File: src/rtl/batt_guard_pkg.sv
package batt_guard_pkg;

    localparam int NF = 5;

    // bit positions of the fault vector; lower index wins
    localparam int B_SCD = 0;
    localparam int B_OCD = 1;
    localparam int B_OCC = 2;
    localparam int B_OV  = 3;
    localparam int B_UV  = 4;

    typedef logic [NF-1:0] fvec_t;

    typedef enum logic {
        ST_RUN  = 1'b0,
        ST_TRIP = 1'b1
    } mode_e;

    typedef struct packed {
        mode_e mode;
        fvec_t code;
    } guard_st_t;

    typedef struct packed {
        logic load_gone;
        logic chg_below_cell;
        logic cell_below_ovrel;
        logic cell_above_uvrel;
    } rel_t;

    // keep only the lowest-index set bit
    function automatic fvec_t pick_first(fvec_t q);
        fvec_t res;
        res = '0;
        for (int i = 0; i < NF; i++) begin
            if (q[i] && (res == '0)) res[i] = 1'b1;
        end
        return res;
    endfunction

endpackage

File: src/rtl/qual_timer.sv
module qual_timer #(
    parameter int unsigned LIMIT = 16
) (
    input  logic clk,
    input  logic rst,
    input  logic arm,
    input  logic tick,
    input  logic flag,
    output logic trip
);
    localparam int unsigned W = (LIMIT < 2) ? 1 : $clog2(LIMIT + 1);
    localparam logic [W-1:0] LAST = W'(LIMIT - 1);

    logic [W-1:0] cnt;

    assign trip = arm && flag && tick && (cnt == LAST);

    always_ff @(posedge clk) begin
        if (rst || !arm || !flag) begin
            cnt <= '0;
        end else if (tick) begin
            if (cnt == LAST) cnt <= '0;
            else             cnt <= cnt + 1'b1;
        end
    end
endmodule

File: src/rtl/release_eval.sv
module release_eval
    import batt_guard_pkg::*;
(
    input  fvec_t code,
    input  rel_t  rel,
    output logic  release_ok
);
    fvec_t cond;

    always_comb begin
        cond        = '0;
        cond[B_SCD] = rel.load_gone;
        cond[B_OCD] = rel.load_gone;
        cond[B_OCC] = rel.chg_below_cell;
        cond[B_OV]  = rel.chg_below_cell && rel.cell_below_ovrel;
        cond[B_UV]  = rel.cell_above_uvrel;
    end

    assign release_ok = |(code & cond);
endmodule

File: src/rtl/fet_gate.sv
module fet_gate
    import batt_guard_pkg::*;
(
    input  mode_e mode,
    input  logic  fw_open_chg,
    input  logic  fw_open_dsg,
    output logic  chg_en,
    output logic  dsg_en
);
    logic run_ok;

    assign run_ok = (mode == ST_RUN);
    assign chg_en = run_ok && !fw_open_chg;
    assign dsg_en = run_ok && !fw_open_dsg;
endmodule

File: src/rtl/batt_guard_seq.sv
module batt_guard_seq
    import batt_guard_pkg::*;
#(
    parameter int unsigned T_SCD = 11,
    parameter int unsigned T_OCD = 1024,
    parameter int unsigned T_OCC = 256,
    parameter int unsigned T_OV  = 32768,
    parameter int unsigned T_UV  = 1024
) (
    input  logic       clk,
    input  logic       rst,
    input  logic       tick,
    input  logic       scd_flag,
    input  logic       ocd_flag,
    input  logic       occ_flag,
    input  logic       ov_flag,
    input  logic       uv_flag,
    input  logic       load_gone,
    input  logic       chg_below_cell,
    input  logic       cell_below_ovrel,
    input  logic       cell_above_uvrel,
    input  logic       fw_open_chg,
    input  logic       fw_open_dsg,
    output logic       chg_en,
    output logic       dsg_en,
    output logic [4:0] fault_code
);
    localparam int unsigned LIMS [NF] = '{T_SCD, T_OCD, T_OCC, T_OV, T_UV};

    guard_st_t st_q, st_d;
    fvec_t     raw, trip;
    rel_t      rel;
    logic      arm, release_ok;

    assign raw = {uv_flag, ov_flag, occ_flag, ocd_flag, scd_flag};
    assign arm = (st_q.mode == ST_RUN);
    assign rel = '{load_gone:        load_gone,
                   chg_below_cell:   chg_below_cell,
                   cell_below_ovrel: cell_below_ovrel,
                   cell_above_uvrel: cell_above_uvrel};

    for (genvar g = 0; g < NF; g++) begin : g_qual
        qual_timer #(.LIMIT(LIMS[g])) u_tmr (
            .clk  (clk),
            .rst  (rst),
            .arm  (arm),
            .tick (tick),
            .flag (raw[g]),
            .trip (trip[g])
        );
    end

    release_eval u_rel (
        .code       (st_q.code),
        .rel        (rel),
        .release_ok (release_ok)
    );

    always_comb begin
        st_d = st_q;
        case (st_q.mode)
            ST_RUN: begin
                if (|trip) begin
                    st_d.mode = ST_TRIP;
                    st_d.code = pick_first(trip);
                end
            end
            ST_TRIP: begin
                if (release_ok) begin
                    st_d.mode = ST_RUN;
                    st_d.code = '0;
                end
            end
            default: st_d = '{mode: ST_RUN, code: '0};
        endcase
    end

    always_ff @(posedge clk) begin
        if (rst) st_q <= '{mode: ST_RUN, code: '0};
        else     st_q <= st_d;
    end

    fet_gate u_gate (
        .mode        (st_q.mode),
        .fw_open_chg (fw_open_chg),
        .fw_open_dsg (fw_open_dsg),
        .chg_en      (chg_en),
        .dsg_en      (dsg_en)
    );

    assign fault_code = st_q.code;
endmodule

File: config.mk
export PLATFORM = sky130hd
export DESIGN_NAME = batt_guard_seq
export DESIGN_NICKNAME = d
export VERILOG_FILES = /design/src/rtl/batt_guard_pkg.sv /design/src/rtl/qual_timer.sv /design/src/rtl/release_eval.sv /design/src/rtl/fet_gate.sv /design/src/rtl/batt_guard_seq.sv
export SDC_FILE = /design/constraint.sdc
export NUM_CORES = 1
export LEC_CHECK = 0
export BUFFER_PORTS_ARGS = -buffer_cell sky130_fd_sc_hd__buf_2
export CELL_PAD_IN_SITES_DETAIL_PLACEMENT = 0
export CELL_PAD_IN_SITES_GLOBAL_PLACEMENT = 1
export CORE_MARGIN = 2
export CORE_UTILIZATION = 45
export CTS_BUF_LIST = sky130_fd_sc_hd__clkbuf_8
export DETAILED_ROUTE_END_ITERATION = 12
export PLACE_DENSITY = 0.81
export RECOVER_POWER = 50
export SYNTH_ARGS = -nofsm -noshare
export SYNTH_HDL_FRONTEND = slang
export SYNTH_SLANG_ARGS = --single-unit
File: constraint.sdc
create_clock -name clk -period 2.07 [get_ports clk]
set_input_delay 0.3105 -clock clk [delete_from_list [all_inputs] [get_ports clk]]
set_output_delay 0.3105 -clock clk [all_outputs]
set_load 0.02 [all_outputs]
# [Yosys cells after proc, flatten, opt, wreduce, memory -nomap -nowiden]
# Cells that the tools add are included.
[classes] add_sub_neg=5 n_eq_ne=7 n_mux=21 n_bitwise=3 reduce_logical=41
[ops] cell="11-bit by 1-bit adder with 11-bit output, second input constant" count=2
[ops] cell="11-bit by 10-bit == test with 1-bit output, second input constant" count=2
[ops] cell="1-bit logical AND" count=22
[ops] cell="11-bit 2-to-1 mux" count=2
[ops] cell="16-bit by 1-bit adder with 16-bit output, second input constant" count=1
[ops] cell="16-bit by 15-bit == test with 1-bit output, second input constant" count=1
[ops] cell="16-bit 2-to-1 mux" count=1
[ops] cell="1-bit 2-to-1 mux" count=13
[ops] cell="6-bit 2-to-1 mux" count=2
[ops] cell="6-bit case mux with 2 select lines" count=1
[ops] cell="5-bit OR reduction" count=2
[ops] cell="9-bit by 1-bit adder with 9-bit output, second input constant" count=1
[ops] cell="9-bit by 8-bit == test with 1-bit output, second input constant" count=1
[ops] cell="9-bit 2-to-1 mux" count=1
[ops] cell="1-bit logical NOT" count=7
[ops] cell="1-bit logical OR" count=6
[ops] cell="5-bit AND" count=1
[ops] cell="4-bit by 1-bit adder with 4-bit output, second input constant" count=1
[ops] cell="4-bit == test, second input constant" count=1
[ops] cell="4-bit logical NOT" count=1
[ops] cell="4-bit 2-to-1 mux" count=1
[ops] cell="3-bit logical NOT" count=1
[ops] cell="2-bit logical NOT" count=1
[ops] cell="2-bit by 1-bit != test with 1-bit output, second input constant" count=1
[ops] cell="other kinds (3)" count=4
[word_totals] regBits=57 in_bits=14 output_inout_bits=7 elab_cells=84

# [Depth between registers and ports, before layout]
[logic_depth] ltp_word=27 ltp_mapped=7 depth_no_buf=6

# [Hierarchy]
# A second synthesis with hierarchy kept.
[hier_totals] hier_cells=330 hier_area_um2=2857.7
[modules_own_cells] mod="qual_timer (g_qual[1].u_tmr ...)" instances=2 cells_each=61 area_per_inst_um2=510.5 seq_area_each_um2=220.2
[modules_own_cells] mod="qual_timer (g_qual[3].u_tmr)" instances=1 cells_each=88 area_per_inst_um2=819.5 seq_area_each_um2=320.3
[modules_own_cells] mod="qual_timer (g_qual[2].u_tmr)" instances=1 cells_each=48 area_per_inst_um2=444.2 seq_area_each_um2=180.2
[modules_own_cells] mod="batt_guard_seq" instances=1 cells_each=38 area_per_inst_um2=325.3 seq_area_each_um2=120.1
[modules_own_cells] mod="qual_timer (g_qual[0].u_tmr)" instances=1 cells_each=27 area_per_inst_um2=215.2 seq_area_each_um2=80.1
[modules_own_cells] mod="release_eval" instances=1 cells_each=5 area_per_inst_um2=25.0 seq_area_each_um2=0.0
[modules_own_cells] mod="fet_gate" instances=1 cells_each=2 area_per_inst_um2=7.5 seq_area_each_um2=0.0

# [Worst setup path after synthesis]
# Ideal clock, no wire load.
[synth_timing] kind="reg-to-reg" from="reg g_qual[1].u_tmr.cnt[0]" to="reg st_q (netlist bit fault_code[0])" setup_time_ps=118 arrival_time_ps=1524 t_required_ps=1952 path_slack_ps=428 path_stages_with_launch=7 path_buffers=0 period_less_slack_ps=1642 cell_sequence="dfxtp_1 -> ha_1 -> nand4_2 -> or4_4 -> o311a_4 -> nand3_1 -> a21oi_1"
[synth_between] elab_chain_cells=5
[synth_rtl] item="from (decl)" line="qual_timer.sv:14" source="logic [W-1:0] cnt;"
[synth_rtl] item="from (signal assigned)" line="qual_timer.sv:23" source="else cnt <= cnt + 1'b1;"
[synth_rtl] item="11-bit by 10-bit == test with 1-bit output" line="qual_timer.sv:16" source="assign trip = arm && flag && tick && (cnt == LAST);"
[synth_rtl] item="1-bit logical AND" line="qual_timer.sv:16"
[synth_rtl] item="5-bit OR reduction" line="batt_guard_seq.sv:63" source="if (|trip) begin"
[synth_rtl] item="2-bit != test (no line)"
[synth_rtl] item="2-bit AND reduction (no line)"
[synth_rtl] item="to (signal assigned)" line="batt_guard_seq.sv:79" source="if (rst) st_q <= '{mode: ST_RUN, code: '0};"
[synth_rtl] item="to (signal assigned)" line="batt_guard_seq.sv:80" source="else st_q <= st_d;"
[synth_rtl] item="to (decl)" line="batt_guard_seq.sv:30" source="guard_st_t st_q, st_d;"
# No other way between the ends.
# A chain may end at the register's enable or synchronous reset.

# [Worst setup path after layout]
# Same ends and word-level chain as after synthesis.

==> results.py <==
metrics = {
    "status": {
        "outcome": "finished, final reports clean",
    },
    "timing": {
        "clock_skew_ns": 0.00569,
        "fin_crit_ns": 1.77,
        "tns_ns": 0,
        "hold_viol": 0,
        "fmax_ghz": 0.563,
        "relSlewSlack_pct": 60.9,
        "fin_ws_ns": 0.295,
        "hold_ws_ns": 0.206,
        "rsz0062_at_grt": "no",
        "finalMaxSlewViolations": 0,
        "worst_slew_pin_slew_ns": 0.581,
        "finalCritPeriodShare_pct": 85.7,
        "setup_viol": 0,
    },
    "global_routing": {
        "grt_pass1_wl_mm": 9.09,
        "first_global_vias": 2001,
        "grt_usage_pct": 18.2,
        "grt_max_degree": 14,
        "grt_overflow": 0,
        "antenna_found_initial": 0,
    },
    "cts": {
        "htree_levels": 3,
        "cts_resized": 0,
        "insertion_delay_ns": 0.33,
        "path_clk_slew_ns": 0.06,
        "cts_setup_buffers": 0,
        "ctsRootBufferMaster": "clkbuf_8",
        "cts.sinks": 57,
        "cts_hold_buffers": 0,
        "cts_max_path_buffers": 2,
        "cts_buffers": 9,
        "cts_tree": "yes",
    },
    "pwr": {
        "p_per_area_nw_per_um2": 675,
        "vdd_drop_max_v": 0.000338,
        "power_w": 0.00204,
        "power_leakage_nw": 1.12,
    },
    "logic_synthesis": {
        "synthCells": 307,
        "synthTopCellsByArea": "dfxtp_1 43%, xor2_1 9.2%, nor2_1 7.0%",
        "synth_area_um2": 2680,
        "yosysWarnings": 0,
        "synth_top_area_share_pct": 42.6,
        "syn_nets": 325,
        "ys_seq_area_share_pct": 42.6,
        "synth_top_area_cell": "dfxtp_1",
        "ys_types": 52,
        "postSynthAreaPerCell_um2": 8.73,
        "ys_ff_latch": 57,
    },
    "placed_design": {
        "pre_cts_ws_ns": 0.298,
        "dp.cells": 403,
        "hpwl_mm": 3.86,
        "numPortBuffers": 20,
        "routabilityCongestion": 0.797,
    },
    "final_layout": {
        "final_common_cell": "dfxtp_1",
        "areaGrowthSynthToFinish_pct": 13.0,
        "layoutNonFillerInstCount": 419,
        "diodes": 0,
        "fin_nets": 357,
        "drive_above_1_share_pct": 13.4,
        "mostFrequentLayoutCells": "57 x dfxtp_1, 51 x nor2_1, 34 x nand2_1",
    },
    "floorplanning": {
        "rows": 28,
        "die_area_um2": 6590,
        "fp.dieH_um": 81.2,
        "start_util_pct": 45.8,
        "dieWidth_um": 81.2,
        "core_area_um2": 5850,
        "num_io_pins": 21,
    },
    "route": {
        "wl_mm": 5.39,
        "drc": 0,
        "first_pass_iters": 4,
        "postRouteAntennaNets": 0,
        "drt_first_iter_violations": 80,
        "routed_via_density": 5.22,
        "vias": 2188,
        "wire_per_inst_um": 12.9,
    },
    "critical_path": {
        "path_max_fanout": 8,
        "worstPathRequired_ns": 2.29,
        "worst-r2r-cell-count": 6,
        "cp.arrival_ns": 2.00,
        "worstSetupPathType": "reg -> reg",
        "startpoint_type": "flop",
        "r2r-start": "g_qual[1].u_tmr.cnt[0]$_SDFFE_PP0P_",
        "worstReg2RegEnd": "fault_code[0]$_SDFFE_PP0P_",
        "end_kind": "flop",
        "r2r_slack_ns": 0.30,
    },
    "job": {
        "maxCapViolCount": 0,
    },
    "hold_path": {
        "worstHoldStart": "rst",
        "hold_class": "in -> reg",
        "hold_path_depth": 2,
        "hold_end": "st_q[5]$_SDFF_PP0_",
    },
}
-- metal layers --
metal	part of all wire (%)	vias to the layer above	GRT usage [%]
li1	-	1130	-
met1	50	1007	23.5
met2	45	40	28.9
met3	3.3	11	3.67
met4	1.9	0	9.15
met5	0	-	0
-- registers in the layout, summed over array words and instances, names as in the netlist --
signal            flops
st_q                  1
g_qual.u_tmr.cnt     51
fault_code            5
-- critical path: stages (launching register included) --
cell,delay [ns]
dfxtp_1,0.37
ha_1,0.22
nand4_2,0.23
or4_4,0.56
o311a_4,0.15
nand3_1,0.08
a21oi_1,0.07
-- cells in the mapped netlist, drive strengths merged --
master   instances
nor2            51
o21ai            8
a41oi            1
nor4             2
nand4bb          1
xnor2            8
o2111a           1
a211oi           1
or4              1
nor3             6
inv             10
dfxtp           57
nand4           17
nand4b           1
nand2b           2
and3             4
a31oi            1
nand2           35
or2              1
o311a            2
and4             2
nand3           16
a21oi           14
xor2            28
clkbuf           2
and4b            2
mux2i            3
a21boi           1
ha               4
or2b             1
o311ai           1
o2111ai          1
or3              3
buf              2
o31a             1
nand3b           6
o21bai           3
nor2b            4
nor3b            3
-- cell families (layout without fill, tap and decap cells) --
| group | count (synthesis) | count (layout) | share of synthesized area [%] |
|---|---|---|---|
| multiplexers | 3 | 3 | 1.12 |
| buffers and inverters | 14 | 51 | 2.15 |
| XOR/XNOR | 36 | 36 | 11.8 |
| AO/OA/AOI/OAI | 35 | 35 | 9.38 |
| AND/OR/NAND/NOR | 158 | 158 | 31.1 |
| adder cells (fa/ha/maj) | 4 | 4 | 1.87 |
| flip-flops | 57 | 57 | 42.6 |
-- layout make-up --
| class | count | area, um^2 |
|---|---|---|
| timing repair buffer | 25 | 121 |
| sequential | 57 | 1140 |
| inverter | 10 | 37.5 |
| clock buffer | 9 | 124 |
| tap | 75 | 93.8 |
| multi-input combinational | 236 | 1480 |
| fill | 563 | 2820 |
| clock inverter | 7 | 31.3 |
-- report_power, final --
group,internal [W],leakage (nW),switching [W],total (W)
Sequential,0.00110,0.460,0.00000696,0.00111
Clock,0.000412,0.0963,0.000436,0.000848
Combinational,0.0000335,0.564,0.0000527,0.0000862
Total,0.00155,1.12,0.000496,0.00204
-- worst max path at each step --
stage                                         from                         end  slack (ns)  cells past startpoint
2_1_floorplan  g_qual[1].u_tmr.cnt[0]$_SDFFE_PP0P_  fault_code[0]$_SDFFE_PP0P_        0.43                      6
3_3_place_gp                                  tick  fault_code[0]$_SDFFE_PP0P_        0.31                      6
3_5_place_dp                                  tick  fault_code[0]$_SDFFE_PP0P_        0.30                      6
4_1_cts        g_qual[1].u_tmr.cnt[0]$_SDFFE_PP0P_  fault_code[0]$_SDFFE_PP0P_        0.30                      6
5_1_grt        g_qual[1].u_tmr.cnt[0]$_SDFFE_PP0P_  fault_code[0]$_SDFFE_PP0P_        0.19                      6
6_report       g_qual[1].u_tmr.cnt[0]$_SDFFE_PP0P_  fault_code[0]$_SDFFE_PP0P_        0.30                      6
-- stage by stage --
stage	area (um^2)	util (%)
2_1_floorplan	2680	-
3_3_place_gp	2890	49.4
3_5_place_dp	2890	49.4
4_1_cts	3050	52.1
5_1_grt	3030	51.8
6_report	3030	51.8
Note: power is estimated with default switching activity, not from simulation.
